<file path="src/rtl/aat_pkg.sv">
package aat_pkg;
  typedef enum logic [3:0] {
    ST_IDLE,
    ST_W_TOP,
    ST_W_BOT,
    ST_W_LO,
    ST_W_HI,
    ST_C_BA,
    ST_C_BP,
    ST_C_TA,
    ST_C_TP,
    ST_C_END,
    ST_DONE
  } aat_state_e;
endpackage

</file>
<file path="src/rtl/aat_pat_ctr.sv">
module aat_pat_ctr #(
  parameter int unsigned AW  = 16,
  parameter int unsigned LGW = 5
) (
  input  logic           clk_i,
  input  logic           rst_ni,
  input  logic           clr_i,
  input  logic           adv_i,
  input  logic [LGW-1:0] lg_i,
  output logic [AW-1:0]  pat_o,
  output logic           last_o
);
  logic [LGW-1:0] idx_q;

  always_ff @(posedge clk_i or negedge rst_ni) begin
    if (!rst_ni)     idx_q <= LGW'(2);
    else if (clr_i)  idx_q <= LGW'(2);
    else if (adv_i)  idx_q <= idx_q + LGW'(1);
  end

  assign pat_o  = AW'(1) << idx_q;
  assign last_o = (idx_q == lg_i - LGW'(1));
endmodule

</file>
<file path="src/rtl/aat_seq.sv">
module aat_seq
  import aat_pkg::*;
(
  input  logic       clk_i,
  input  logic       rst_ni,
  input  logic       start_i,
  input  logic       last_i,
  output aat_state_e state_o,
  output logic       clr_o,
  output logic       adv_o
);
  aat_state_e st_q, st_d;

  always_comb begin
    st_d = st_q;
    unique case (st_q)
      ST_IDLE:  if (start_i) st_d = ST_W_TOP;
      ST_W_TOP: st_d = ST_W_BOT;
      ST_W_BOT: st_d = ST_W_LO;
      ST_W_LO:  st_d = ST_W_HI;
      ST_W_HI:  st_d = last_i ? ST_C_BA : ST_W_LO;
      ST_C_BA:  st_d = ST_C_BP;
      ST_C_BP:  st_d = ST_C_TA;
      ST_C_TA:  st_d = ST_C_TP;
      ST_C_TP:  st_d = ST_C_END;
      ST_C_END: st_d = last_i ? ST_DONE : ST_C_BA;
      ST_DONE:  st_d = ST_IDLE;
      default:  st_d = ST_IDLE;
    endcase
  end

  always_ff @(posedge clk_i or negedge rst_ni) begin
    if (!rst_ni) st_q <= ST_IDLE;
    else         st_q <= st_d;
  end

  assign state_o = st_q;
  // counter restarts at bit 2 on launch and again between passes
  assign clr_o = (st_q == ST_IDLE && start_i) || (st_q == ST_W_HI && last_i);
  assign adv_o = (st_q == ST_W_HI || st_q == ST_C_END) && !last_i;
endmodule

</file>
<file path="src/rtl/aat_mask.sv">
module aat_mask
  import aat_pkg::*;
#(
  parameter int unsigned AW = 16,
  parameter int unsigned DW = 32
) (
  input  logic          clk_i,
  input  logic          rst_ni,
  input  logic          clr_i,
  input  aat_state_e    state_i,
  input  logic [AW-1:0] pat_i,
  input  logic [DW-1:0] rdata_i,
  output logic [AW-1:0] mask_o
);
  logic [DW-1:0] anc_q;
  logic [AW-1:0] mask_q;

  // anchor data lands while its neighbour read is issued
  always_ff @(posedge clk_i or negedge rst_ni) begin
    if (!rst_ni) anc_q <= '0;
    else if (state_i == ST_C_BP || state_i == ST_C_TP) anc_q <= rdata_i;
  end

  always_ff @(posedge clk_i or negedge rst_ni) begin
    if (!rst_ni) mask_q <= '0;
    else if (clr_i) mask_q <= '0;
    else if ((state_i == ST_C_TA || state_i == ST_C_END) && rdata_i == anc_q)
      mask_q <= mask_q | pat_i;
  end

  assign mask_o = mask_q;
endmodule

</file>
<file path="src/rtl/addr_alias_tester.sv">
module addr_alias_tester
  import aat_pkg::*;
#(
  parameter int unsigned   AW     = 16,
  parameter int unsigned   DW     = 32,
  parameter logic [DW-1:0] MARKER = DW'(32'h5A5AA5A5),
  localparam int unsigned  LGW    = $clog2(AW + 1)
) (
  input  logic           clk_i,
  input  logic           rst_ni,
  input  logic           start_i,
  input  logic [AW-1:0]  base_i,
  input  logic [LGW-1:0] size_lg_i,
  output logic           busy_o,
  output logic           done_o,
  output logic           fail_o,
  output logic [AW-1:0]  mask_o,
  output logic           mem_req_o,
  output logic           mem_we_o,
  output logic [AW-1:0]  mem_addr_o,
  output logic [DW-1:0]  mem_wdata_o,
  input  logic [DW-1:0]  mem_rdata_i
);
  aat_state_e     state;
  logic           clr, adv, last, accept;
  logic [AW-1:0]  pat, base_q, top_addr, in_rmask, rmask;
  logic [LGW-1:0] lg_q;

  assign accept   = (state == ST_IDLE) && start_i;
  assign in_rmask = (AW'(1) << size_lg_i) - AW'(1);
  assign rmask    = (AW'(1) << lg_q) - AW'(1);
  assign top_addr = base_q | (rmask & ~AW'(3));

  always_ff @(posedge clk_i or negedge rst_ni) begin
    if (!rst_ni) begin
      base_q <= '0;
      lg_q   <= LGW'(3);
    end else if (accept) begin
      base_q <= base_i & ~in_rmask;
      lg_q   <= size_lg_i;
    end
  end

  aat_seq u_seq (
    .clk_i  (clk_i),
    .rst_ni (rst_ni),
    .start_i(start_i),
    .last_i (last),
    .state_o(state),
    .clr_o  (clr),
    .adv_o  (adv)
  );

  aat_pat_ctr #(.AW(AW), .LGW(LGW)) u_pat (
    .clk_i (clk_i),
    .rst_ni(rst_ni),
    .clr_i (clr),
    .adv_i (adv),
    .lg_i  (lg_q),
    .pat_o (pat),
    .last_o(last)
  );

  aat_mask #(.AW(AW), .DW(DW)) u_mask (
    .clk_i  (clk_i),
    .rst_ni (rst_ni),
    .clr_i  (accept),
    .state_i(state),
    .pat_i  (pat),
    .rdata_i(mem_rdata_i),
    .mask_o (mask_o)
  );

  always_comb begin
    mem_req_o   = 1'b1;
    mem_we_o    = 1'b0;
    mem_addr_o  = base_q;
    mem_wdata_o = '0;
    unique case (state)
      ST_W_TOP: begin mem_we_o = 1'b1; mem_addr_o = top_addr;       mem_wdata_o = MARKER;   end
      ST_W_BOT: begin mem_we_o = 1'b1; mem_addr_o = base_q;         mem_wdata_o = ~MARKER;  end
      ST_W_LO:  begin mem_we_o = 1'b1; mem_addr_o = base_q ^ pat;   mem_wdata_o = ~DW'(pat); end
      ST_W_HI:  begin mem_we_o = 1'b1; mem_addr_o = top_addr ^ pat; mem_wdata_o = DW'(pat);  end
      ST_C_BA:  mem_addr_o = base_q;
      ST_C_BP:  mem_addr_o = base_q ^ pat;
      ST_C_TA:  mem_addr_o = top_addr;
      ST_C_TP:  mem_addr_o = top_addr ^ pat;
      default:  mem_req_o = 1'b0;
    endcase
  end

  assign busy_o = (state != ST_IDLE);
  assign done_o = (state == ST_DONE);
  assign fail_o = |mask_o;
endmodule

</file>
<file path="config.mk">
export PLATFORM = sky130hd
export DESIGN_NAME = addr_alias_tester
export DESIGN_NICKNAME = d
export VERILOG_FILES = /design/src/rtl/aat_pkg.sv /design/src/rtl/aat_pat_ctr.sv /design/src/rtl/aat_seq.sv /design/src/rtl/aat_mask.sv /design/src/rtl/addr_alias_tester.sv
export SDC_FILE = /design/constraint.sdc
export NUM_CORES = 1
export LEC_CHECK = 0
export CORE_MARGIN = 3
export CORE_UTILIZATION = 45
export DETAILED_ROUTE_END_ITERATION = 7
export HOLD_SLACK_MARGIN = 0.08
export PLACE_DENSITY = 0.72
export SLEW_MARGIN = 20
export SYNTH_ARGS = -nofsm -noshare
export SYNTH_HDL_FRONTEND = slang
export SYNTH_SLANG_ARGS = --single-unit
</file>
<file path="constraint.sdc">
create_clock -name clk_i -period 3.1 [get_ports clk_i]
set_input_delay 0.93 -clock clk_i [delete_from_list [all_inputs] [get_ports clk_i]]
set_output_delay 0.93 -clock clk_i [all_outputs]
set_load 0.02 [all_outputs]
</file>
==> summary.md, run 1 <==
The logs give 0.0522 for the global-route met3 utilization and 79 for the maximum number of pins on one net before global-route repair. The critical path's top delay family was compound AO/OA/AOI/OAI gates. Total global-route track usage: 0.259.

Internal power comes to 5.46 mW. Subtracting the final worst setup slack from the clock period gives 3.49 ns. The switching power as a share of total power was 0.451.

For the clock power share, the log shows 0.121. The path class of the lowest-slack min-delay path was reg2reg. Utilization of the core after routing: 0.690. Layout overhead on the synthesized area: 47.3%. Pin placement for this block handled 125 I/O pins.

Part of the total power dissipated in sequential elements: 0.194. Across all hold checks on the routed design, the worst slack comes to 0.489 ns. The final count of pins violating max slew is 0, and the number of cells traversed by the worst hold path is 2. For the total number of clock tree sinks, the log shows 78.

The biggest fanout along the worst timing path was 4; the number of enable-type register cells in the synthesized netlist was 0. The tools report the number of max-cap violations as 0. Final-layout fill cell count: 950. The run gives 0 as the total number of yosys warnings. The number of antenna diodes in the final layout is 0.

The part of the total power dissipated in combinational logic was 0.685; the final period utilization was 1.12. The met1 usage in global routing was 0.344; the power density normalized to cell area was 1180 mW/mm^2. From left edge to right edge, the die measures 119 um. The final reports fail on setup timing. The detailed placement HPWL was 13400 um; the die height was 119 um. The critical-path cell with the highest stage delay is sky130_fd_sc_hd__dfstp_2.

The worst slack after detailed placement is -0.515 ns. The fraction of registers with async set or reset after synthesis was 1.00. In this run, synthesis produced a sequential element count of 78. The tools report the element type at the critical path start as a register.

The path with the worst hold slack has its endpoint at base_q[9]. The flow ran to the end, but the final reports show violations. The count of cells along the worst register-to-register path is 9, and the number of cells produced by synthesis is 661. The tools report the TritonCTS buffer count as 9.

The count of H-tree levels built during CTS came out at 3. The detail route stage leaves a number of antenna-violating nets equal to 0. The number of port buffers came out at 124. Setup violations remaining at the end of the flow were counted as 14.

The worst register-to-register path begins at lg_q[0]. Traced cell by cell, the critical path runs through inv_4 > ha_4 > buf_6 > o31a_1 > a2111o_1 > a21boi_1 > a221o_1 > buf_6. In this run the most critical hold path is launched from base_q[9]. Summed over all cells, the static leakage comes to 3.56 nW. The met2 track utilization from global routing is 0.417, and the least setup slack across all paths after layout is -0.386 ns. The tools report the placement-stage cell area as 0.00764 sq mm. After routing the design area is 0.00843 sq mm. For flop-to-flop paths, the worst setup slack is 0.64 ns.

The clock root buffer master was sky130_fd_sc_hd__clkbuf_16. The insertion delay of the later-clocked pin in the worst-skew pair was 0.34 ns. Before antenna repair, the detailed router went through 5 iterations.

The ratio of cells with drive above 1 in the final layout is 0.327, and the timing-limited maximum frequency is 0.287 GHz. The core region is 0.0122 sq mm. Setup repair after global routing could not meet its margin everywhere. The die area was 0.0141 sq mm; the ratio of routed vias to standard cells was 5.81. In this run the critical register-to-register path is captured at u_pat.idx_q[2]. The logs give 5654 for the via count of the first global-routing pass and 4.49 mW for the switching component of the power.

Counting distinct cell types in the post-synthesis netlist gives 72. The sum of buffers and inverters on the critical path is 3. Starting utilization of the core area: 0.469. When the netlist entered floorplanning its net count stood at 729. The logs give 0.00572 sq mm for the post-synth design cell area and 29400 um for the wire length of the first global-routing pass.

The number of antenna violations at the first check in global routing came out at 0. The floorplan has 40 rows. IR analysis of the VDD net gives a maximum drop of 0.472 mV.

Clock skew on the completed layout was measured at 0.00956 ns. The sort of element at the end of the critical path was a primary output. After detailed routing, the average wire length per cell comes to 18.4 um. Summed over all layers, the routed wires come to 18800 um. The via count is 5946, and the overflow left after global routing is 0.

The remaining max-slew budget at the tightest pin was 0.620; the number of nets in the layout was 918. The run gives 0 as the total count of hold-check failures in the final report. The number of remaining DRC errors is 0. The run gives 2 as the buffer levels on the longest clock path.

The clock-pin slew on the worst setup and hold paths was 0.06 ns. The critical path in this run is classified as reg2out. The logs give 2.17 ns for the endpoint required time on the critical path and 0.929 for the routability congestion estimate from global placement. The global routing stage identified its most utilized layer as met2. The most numerous cell type found on the critical path is sky130_fd_sc_hd__buf_6. The completed layout was analyzed and its total power is 9.95 mW.

Violation count after the first detailed-routing iteration: 508. The run gives 0.342 as the sequential cell area fraction in the yosys report. The peak per-stage delay on the critical path came out at 0.56 ns. TritonCTS built the clock tree. The post-synthesis area per instance works out to 8.66 sq um.

For the pin with the worst max-slew slack, the measured transition is 0.568 ns. Data on the critical path arrives at its endpoint at 2.56 ns. Flip-flop cell with the highest count after synthesis: sky130_fd_sc_hd__dfrtp_1.
==> area by class of cell <==
type	count	area [sq um]	share of cell area
Multi-Input combinational cell	495	3720	0.441
Timing Repair Buffer	242	2110	0.250
Clock inverter	5	106	0.0126
Tap cell	168	210	0.0249
Clock buffer	11	233	0.0276
Inverter	24	95.1	0.0113
Sequential cell	78	1960	0.232
==> worst reg2reg max path, delay by kind of cell (launching register included) <==
kind                       cells  cell delay, ns
AOI/OAI and AO/OA              2            0.44
adders and majority gates      1            0.21
DFF                            1            0.57
and+or+nand+nor                2            0.63
xor gates and xnor gates       1            0.20
buffers and inverters          3            0.32
==> timing repair <==
action | CTS | global route
endpoints found under the setup margin | 51 | 32
setup buffers | 8 | 5
resized for setup | 182 | 71
hold buffers | 0 | 0
pin swaps | 23 | 22
==> Yosys cell counts (all sizes together) (5+ instances only) <==
cell type / count / area, sq um
dfrtp: 75 / 1880
nand4: 22 / 138
nor2b: 7 / 43.8
o311ai: 6 / 52.6
nor2: 56 / 213
xnor2: 39 / 342
a21oi: 41 / 209
and2: 5 / 31.3
a31oi: 6 / 37.5
o21ai: 38 / 194
nand4b: 7 / 61.3
a21boi: 5 / 37.5
nor4: 9 / 71.3
nand2: 69 / 259
mux2i: 14 / 140
buf: 38 / 264
a211oi: 5 / 37.5
and3: 10 / 62.6
nand3: 19 / 95.1
clkbuf: 26 / 97.6
mux2: 32 / 360
ha: 12 / 150
inv: 24 / 90.1
or3: 5 / 36.3
nor3: 12 / 97.6
o211ai: 5 / 37.5
o2111ai: 5 / 43.8
o221ai: 7 / 61.3
nand2b: 7 / 43.8
==> power by group through the flow <==
stage / combinational [mW] / sequential (mW) / clock, mW
after floorplan: 3.73 / 1.85 / 0
after global placement: 6.05 / 1.85 / 0
after detailed placement: 6.20 / 1.89 / 0
after CTS: 6.35 / 1.90 / 1.23
after global routing: 7.26 / 1.98 / 1.27
final: 6.81 / 1.93 / 1.21
==> routing by layer <==
metal | part of all wire | vias to the layer above
li1 | - | 2740
met3 | 0.084 | 48
met5 | 0 | -
met2 | 0.48 | 305
met1 | 0.41 | 2853
met4 | 0.028 | 0
==> per-stage QoR <==
step	instances	setup TNS, ns
after global routing	1023	-4.50
after global placement	993	-5.24
after CTS	1017	-2.95
final	1023	-3.33
after floorplan	661	-0.0551
after detailed placement	993	-6.36
==> cells by family after synthesis <==
family	Yosys count	synth area share
buf+inv	88	0.0789
simple gates	241	0.221
mux	46	0.0875
compound gates	152	0.175
flops	78	0.342
xor+xnor	44	0.0698
fa+ha+maj	12	0.0262
==> registers in the layout, summed over array words and instances (netlist names) <==
register       count
lg_q               5
u_pat.idx_q        5
u_mask.mask_o     16
base_q            16
u_mask.anc_q      32
u_seq.state_o      4
==> placed cells by master (no fill, tap or decap), types with 18 or more instances in the layout <==
| cell | Yosys | routed |
|---|---|---|
| sky130_fd_sc_hd__dfrtp_1 | 75 | 73 |
| sky130_fd_sc_hd__inv_1 | 24 | 21 |
| sky130_fd_sc_hd__a21oi_1 | 40 | 37 |
| sky130_fd_sc_hd__nand2_1 | 69 | 68 |
| sky130_fd_sc_hd__nand3_1 | 19 | 18 |
| sky130_fd_sc_hd__o21ai_0 | 35 | 29 |
| sky130_fd_sc_hd__nand4_1 | 22 | 22 |
| sky130_fd_sc_hd__mux2_2 | 32 | 32 |
| sky130_fd_sc_hd__clkdlybuf4s50_1 | 0 | 80 |
| sky130_fd_sc_hd__buf_4 | 23 | 119 |
| sky130_fd_sc_hd__nor2_1 | 55 | 46 |
| sky130_fd_sc_hd__xnor2_1 | 39 | 39 |
==> worst max-delay path by stage <==
stage	slack, ns	cells past startpoint	to	from
after floorplan	-0.06	6	mem_addr_o[6]	lg_q[0]
after global placement	-0.45	9	mem_addr_o[3]	lg_q[0]
after detailed placement	-0.51	9	mem_addr_o[3]	lg_q[0]
after CTS	-0.34	8	mem_addr_o[7]	lg_q[1]
after global routing	-0.43	8	mem_addr_o[7]	lg_q[1]
final	-0.39	8	mem_addr_o[7]	lg_q[1]
No activity file was read; power rests on OpenSTA's default activity.
==> run 2, diff against run 1 <==
Settings changed: REMOVE_ABC_BUFFERS set to 1.
==> summary.md, run 2 (same netlist as run 1, synthesis figures left out) <==
The flow ran to the end, but the final reports show violations. Violations in the final reports: setup timing (unchanged). The maximum number of pins on one net before global-route repair is 79 (unchanged), and the number of nets in the layout is 923 (was 918). Total count of hold-check failures in the final report: 0 (unchanged). For the least setup slack across all paths after layout, the log shows -0.300 ns (was -0.386 ns). The most common library cell in the layout ignoring fill and taps is sky130_fd_sc_hd__buf_4 (unchanged). The violation count after the first detailed-routing iteration is 390 (was 508), and the routed length per placed instance is 18.1 um (was 18.4 um). Setup repair after global routing could not meet its margin everywhere.

The sort of element at the end of the critical path was a primary output (unchanged). The ratio of routed vias to standard cells is 5.70 (was 5.81), and the transition time of the tightest slew-check pin is 0.627 ns (was 0.568 ns). For the count of H-tree levels built during CTS, the log shows 3 (unchanged). The element type at the critical path start was a register (unchanged).

Peak per-stage delay on the critical path: 0.55 ns (was 0.56 ns). The die area is 0.0141 sq mm (unchanged), and the number of standard cells in the final layout excluding fillers is 1028 (was 1023). For the total instance count after detailed placement, the log shows 997 (was 993). The total wire length after detailed routing came out at 18600 um (was 18800 um). The logs give 0.499 ns (was 0.489 ns) for the hold slack and 78 (unchanged) for the total number of clock tree sinks. The logs give 0.689 (was 0.690) for the utilization of the core after routing and 0 (unchanged) for the overflow left after global routing.

Worst-path cell chain: inv_2 > ha_4 > o31a_1 > a2111o_1 > a21boi_1 > a221o_1 > buf_6 (was inv_4 > ha_4 > buf_6 > o31a_1 > a2111o_1 > a21boi_1 > a221o_1 > buf_6). The clock root buffer master was sky130_fd_sc_hd__clkbuf_16 (unchanged). The final period utilization was 1.10 (was 1.12); the post-detailed-route count of antenna-violating nets was 0 (unchanged). The power density normalized to cell area was 1190 mW/mm^2 (was 1180 mW/mm^2). The run gives 0 (unchanged) as the number of buffers inserted by hold repair at cts. The wire length of the first global-routing pass is 29300 um (was 29400 um), and the layout overhead on the synthesized area is 47.1% (was 47.3%). The antenna diode instance count is 0 (unchanged). The worst voltage drop across the vdd grid was 0.477 mV (was 0.472 mV).

The number of remaining DRC errors came out at 0 (unchanged). The final count of pins violating max slew came out at 0 (unchanged). The buffer levels on the longest clock path came out at 2 (unchanged). The timing-limited maximum frequency came out at 0.294 GHz (was 0.287 GHz). The number of flip-flops in the largest register works out to 32 (unchanged).

The critical-path cell with the highest stage delay is sky130_fd_sc_hd__dfstp_2 (unchanged). The ratio of cells with drive above 1 in the final layout is 0.337 (was 0.327), and the total global-route track usage is 0.259 (about the same). The category of the most critical setup path was reg2out (unchanged). The clock-pin slew on the worst setup and hold paths was 0.07 ns (was 0.06 ns).

The number of port buffers works out to 124 (unchanged). Via count of the first global-routing pass: 5709 (was 5654). The die height was 119 um (unchanged); the TritonCTS buffer count was 9 (unchanged). For the worst slack after detailed placement, the log shows -0.569 ns (was -0.515 ns).

The number of detailed-routing iterations run before antenna repair is 4 (was 5), and the static leakage power is 3.56 nW (about the same). Commonest cells after routing, fill and taps aside: 123 x sky130_fd_sc_hd__buf_4, 79 x sky130_fd_sc_hd__clkdlybuf4s50_1, 73 x sky130_fd_sc_hd__dfrtp_1 (was 119 x sky130_fd_sc_hd__buf_4, 80 x sky130_fd_sc_hd__clkdlybuf4s50_1, 73 x sky130_fd_sc_hd__dfrtp_1). The tools report the endpoint required time on the critical path as 2.17 ns (about the same). The top register by number of flip-flops is u_mask.anc_q (unchanged). The biggest fanout along the worst timing path was 8 (was 4). The run gives 125 (unchanged) as the boundary pin count. TritonCTS built the clock tree. The final worst clock skew is 0.00856 ns (was 0.00956 ns). Remaining max-slew budget at the tightest pin: 0.581 (was 0.620).

The path class of the lowest-slack min-delay path was reg2reg (unchanged). The width of the die is 119 um (unchanged), and the data arrival time of the critical path is 2.47 ns (was 2.56 ns). The run gives 13600 um (was 13400 um) as the detailed placement HPWL. For the number of antenna violations at the first check in global routing, the log shows 0 (unchanged). The final-layout fill cell count came out at 1007 (was 950). For the number of setup violations in the final report, the log shows 14 (unchanged).

The run gives 0.893 (was 0.929) as the routability congestion estimate from global placement. The number of max-cap violations came out at 0 (unchanged). The insertion delay of the later-clocked pin in the worst-skew pair was 0.35 ns (was 0.34 ns).

The shortest clock period the worst path allows after layout was 3.40 ns (was 3.49 ns); the starting utilization of the core area was 0.469 (unchanged). Setup TNS after final layout: -2.89 ns (was -3.33 ns). The row count is 40 (unchanged). The floorplan core area is 0.0122 sq mm (unchanged). Via count: 5860 (was 5946).
## run 2: cell count changes in the layout (fill, tap and decap cells not counted), sizes merged
cell,delta
buf,+14
bufinv,-2
clkbuf,-3
clkdlybuf4s15,-3
clkdlybuf4s50,-1
clkinv,+2
dlygate4sd2,-3
inv,+1
## run 2: layout make-up
class	count	area, sq um	area share
inverter	24	92.6	0.0110
timing repair buffer	247	2120	0.252
multi-input combinational	495	3730	0.444
tap	168	210	0.0250
clock inverter	6	68.8	0.00818
sequential	78	1960	0.233
clock buffer	10	229	0.0272
## run 2: metal layers
layer / global-route usage / part of all wire
met1: 0.330 / 0.42
met2: 0.437 / 0.50
met3: 0.0459 / 0.055
met4: 0.0978 / 0.023
met5: 0 / 0
## run 2: power by group
group	internal (mW)	total [mW]	leakage, nW	switching, mW
Sequential	1.48	1.88	0.983	0.394
Clock	0.630	1.08	0.143	0.455
Combinational	3.31	7.02	2.43	3.71
## run 2: what timing repair did
action / CTS / global route
pin swaps: 28 / 24
setup buffers: 5 / 10
resized for setup: 212 / 72
endpoints found under the setup margin: 51 / 41
cloned: 0 / 0
## run 2: worst paths after layout
kind                                 from          endpoint  slack, ns  cells after the start
worst max-delay path              lg_q[0]     mem_addr_o[7]      -0.30                      7
worst min-delay path            base_q[9]         base_q[9]       0.50                      2
worst max register to register    lg_q[1]    u_pat.idx_q[3]       0.54                     10
worst min register to register  base_q[9]         base_q[9]       0.50                      2
max in group asynchronous          rst_ni        base_q[12]       2.15                      2
min in group asynchronous          rst_ni  u_seq.state_o[1]       0.58                      2
## run 2: per-stage QoR
stage	cell area, sq um	power [mW]
floorplan	5360	5.17
global placement	7660	8.07
detailed placement	7660	8.20
CTS	8180	9.49
global route	8420	10.6
finish	8420	9.98
## run 2: worst max-delay path: cells and delay by family, from the launching register on
family	cells	cell delay [ns]
AO/OA/AOI/OAI	4	1.15
flip-flops	1	0.55
buffers and inverters	2	0.21
adder cells (fa/ha/maj)	1	0.20
==> run 3, diff against run 2 <==
Settings changed: PLACE_DENSITY 0.72 to 0.83.
==> summary.md, run 3 (same netlist as run 1, synthesis figures left out) <==
The run finished, with violations left. Violations in the final reports: setup timing (unchanged). For the overall power, the log shows 10.5 mW (was 9.98 mW). The biggest fanout along the worst timing path was 8 (unchanged). Sort of element at the end of the critical path: a primary output (unchanged). The width of the die works out to 119 um (unchanged). The hold slack came out at 0.503 ns (was 0.499 ns). The logs give 0 (unchanged) for the post-detailed-route count of antenna-violating nets and 0.0122 sq mm (unchanged) for the floorplan core area. The layout overhead on the synthesized area is 51.5% (was 47.1%). The number of remaining DRC errors is 0 (unchanged), and the number of max-cap violations is 0 (unchanged). The category of the most critical setup path was reg2out (unchanged).

The routed length per placed instance is 19.7 um (was 18.1 um), and the die area is 0.0141 sq mm (unchanged). The final period utilization was 1.11 (was 1.10). The worst slack after detailed placement came out at -0.578 ns (was -0.569 ns). For the area of the multi-input gates, the log shows 0.00382 sq mm (was 0.00373 sq mm). Commonest cells after routing, fill and taps aside: 137 x sky130_fd_sc_hd__buf_4, 79 x sky130_fd_sc_hd__clkdlybuf4s50_1, 73 x sky130_fd_sc_hd__dfrtp_1 (was 123 x sky130_fd_sc_hd__buf_4, 79 x sky130_fd_sc_hd__clkdlybuf4s50_1, 73 x sky130_fd_sc_hd__dfrtp_1). The TritonCTS buffer count was 9 (unchanged). The ratio of cells with drive above 1 in the final layout was 0.355 (was 0.337); the total count of hold-check failures in the final report was 0 (unchanged). For the via count, the log shows 6168 (was 5860). The top register by number of flip-flops is u_mask.anc_q (unchanged).

The boundary pin count was 125 (unchanged). The buffer levels on the longest clock path is 2 (unchanged). The element type at the critical path start was a register (unchanged). The overflow left after global routing is 0 (unchanged).

Insertion delay of the later-clocked pin in the worst-skew pair: 0.35 ns (about the same). The violation count after the first detailed-routing iteration is 649 (was 390), and the endpoint required time on the critical path is 2.17 ns (about the same). The shortest clock period the worst path allows after layout works out to 3.44 ns (was 3.40 ns). Number of flip-flops in the largest register: 32 (unchanged). The area of all placed cells without fillers is 0.00867 sq mm (was 0.00842 sq mm), and the maximum number of pins on one net before global-route repair is 79 (unchanged). The number of buffers inserted by hold repair at cts is 0 (unchanged). TritonCTS built the clock tree. The path class of the lowest-slack min-delay path was reg2reg (unchanged).

Detailed placement HPWL: 13800 um (was 13600 um). The tools report the clock root buffer master as sky130_fd_sc_hd__clkbuf_16 (unchanged). The starting utilization of the core area came out at 0.469 (unchanged). The final count of pins violating max slew is 0 (unchanged), and the wire length of the first global-routing pass is 30700 um (was 29300 um). The tools report the area taken by flip-flops and latches as 0.00196 sq mm (unchanged).

Total wire length after detailed routing: 20600 um (was 18600 um). The placement-stage cell area was 0.00765 sq mm (was 0.00766 sq mm). Die height: 119 um (unchanged).

The number of nets in the layout is 937 (was 923). The timing-limited maximum frequency is 0.291 GHz (was 0.294 GHz). Setup repair after global routing could not meet its margin everywhere. For the data arrival time of the critical path, the log shows 2.51 ns (was 2.47 ns). Worst-case register-to-register setup slack: 0.47 ns (was 0.54 ns). The number of port buffers was 124 (unchanged); the least setup slack across all paths after layout was -0.339 ns (was -0.300 ns). The ratio of routed vias to standard cells was 5.92 (was 5.70); the total number of clock tree sinks was 78 (unchanged). The clock-pin slew on the worst setup and hold paths works out to 0.07 ns (about the same). The run gives 3 (unchanged) as the count of H-tree levels built during CTS.

For the number of detailed-routing iterations run before antenna repair, the log shows 6 (was 4). The tools report the number of antenna violations at the first check in global routing as 0 (unchanged). The total global-route track usage came out at 0.268 (was 0.259). The logs give 882 (was 1007) for the final-layout fill cell count and 0 (unchanged) for the antenna diode instance count. The most common library cell in the layout ignoring fill and taps was sky130_fd_sc_hd__buf_4 (unchanged). The tools report the number of setup violations in the final report as 15 (was 14).

The run gives 40 (unchanged) as the row count. The logs give 0.00923 ns (was 0.00856 ns) for the final worst clock skew and 5864 (was 5709) for the via count of the first global-routing pass. The setup TNS after final layout is -3.24 ns (was -2.89 ns), and the remaining max-slew budget at the tightest pin is 0.520 (was 0.581). The tools report the static leakage power as 3.68 nW (was 3.56 nW).

The power density normalized to cell area was 1210 mW/mm^2 (was 1190 mW/mm^2). Transition time of the tightest slew-check pin: 0.718 ns (was 0.627 ns). The worst voltage drop across the vdd grid came out at 0.663 mV (was 0.477 mV). The routability congestion estimate from global placement is 0.987 (was 0.893).
run 3: timing repair:
action,4_1_cts,5_1_grt
pin swaps,26,26
setup endpoints to repair,43,35
gates resized for setup,231,66
endpoints found under the hold margin,0,0
setup buffers,12,14
run 3: through the flow:
stage | util | std cells
after floorplan | - | 597
after global placement | 0.626 | 999
after detailed placement | 0.626 | 999
after CTS | 0.680 | 1027
after global routing | 0.710 | 1042
final | 0.710 | 1042
run 3: power by group:
| part | leakage (nW) | internal, mW | switching [mW] | total [mW] |
|---|---|---|---|---|
| sequential | 0.983 | 1.48 | 0.409 | 1.89 |
| combinational | 2.53 | 3.47 | 3.94 | 7.41 |
| clock | 0.163 | 0.719 | 0.488 | 1.21 |
| total | 3.68 | 5.67 | 4.84 | 10.5 |
run 3: worst paths after layout:
check	startpoint	to	cells after the start
worst max-delay path	lg_q[1]	mem_addr_o[4]	9
worst min-delay path	base_q[2]	base_q[2]	2
worst max register to register	lg_q[1]	u_pat.idx_q[1]	10
worst min register to register	base_q[2]	base_q[2]	2
max in group asynchronous	rst_ni	lg_q[1]	2
min in group asynchronous	rst_ni	u_mask.anc_q[16]	1
run 3: layout make-up:
class,instances,share of cell area
tap,168,0.0242
inverter,24,0.0113
sequential,78,0.226
multi-input combinational,495,0.441
clock inverter,7,0.0118
timing repair buffer,261,0.260
clock buffer,9,0.0260
run 3: layer usage:
layer,global-route usage,up-vias,part of all wire
li1,-,2774,-
met1,0.348,2981,0.40
met2,0.450,342,0.48
met3,0.0426,71,0.070
met4,0.0992,0,0.047
met5,0,-,0
run 3: worst max-delay path: stages, from the launching register on:
cell                        delay (ns)
sky130_fd_sc_hd__dfstp_2          0.58
sky130_fd_sc_hd__inv_4            0.06
sky130_fd_sc_hd__ha_4             0.20
sky130_fd_sc_hd__buf_6            0.14
sky130_fd_sc_hd__nor3_4           0.23
sky130_fd_sc_hd__nor2_2           0.05
sky130_fd_sc_hd__o21ai_2          0.27
sky130_fd_sc_hd__a2111oi_4        0.13
sky130_fd_sc_hd__a221o_1          0.34
sky130_fd_sc_hd__buf_6            0.15
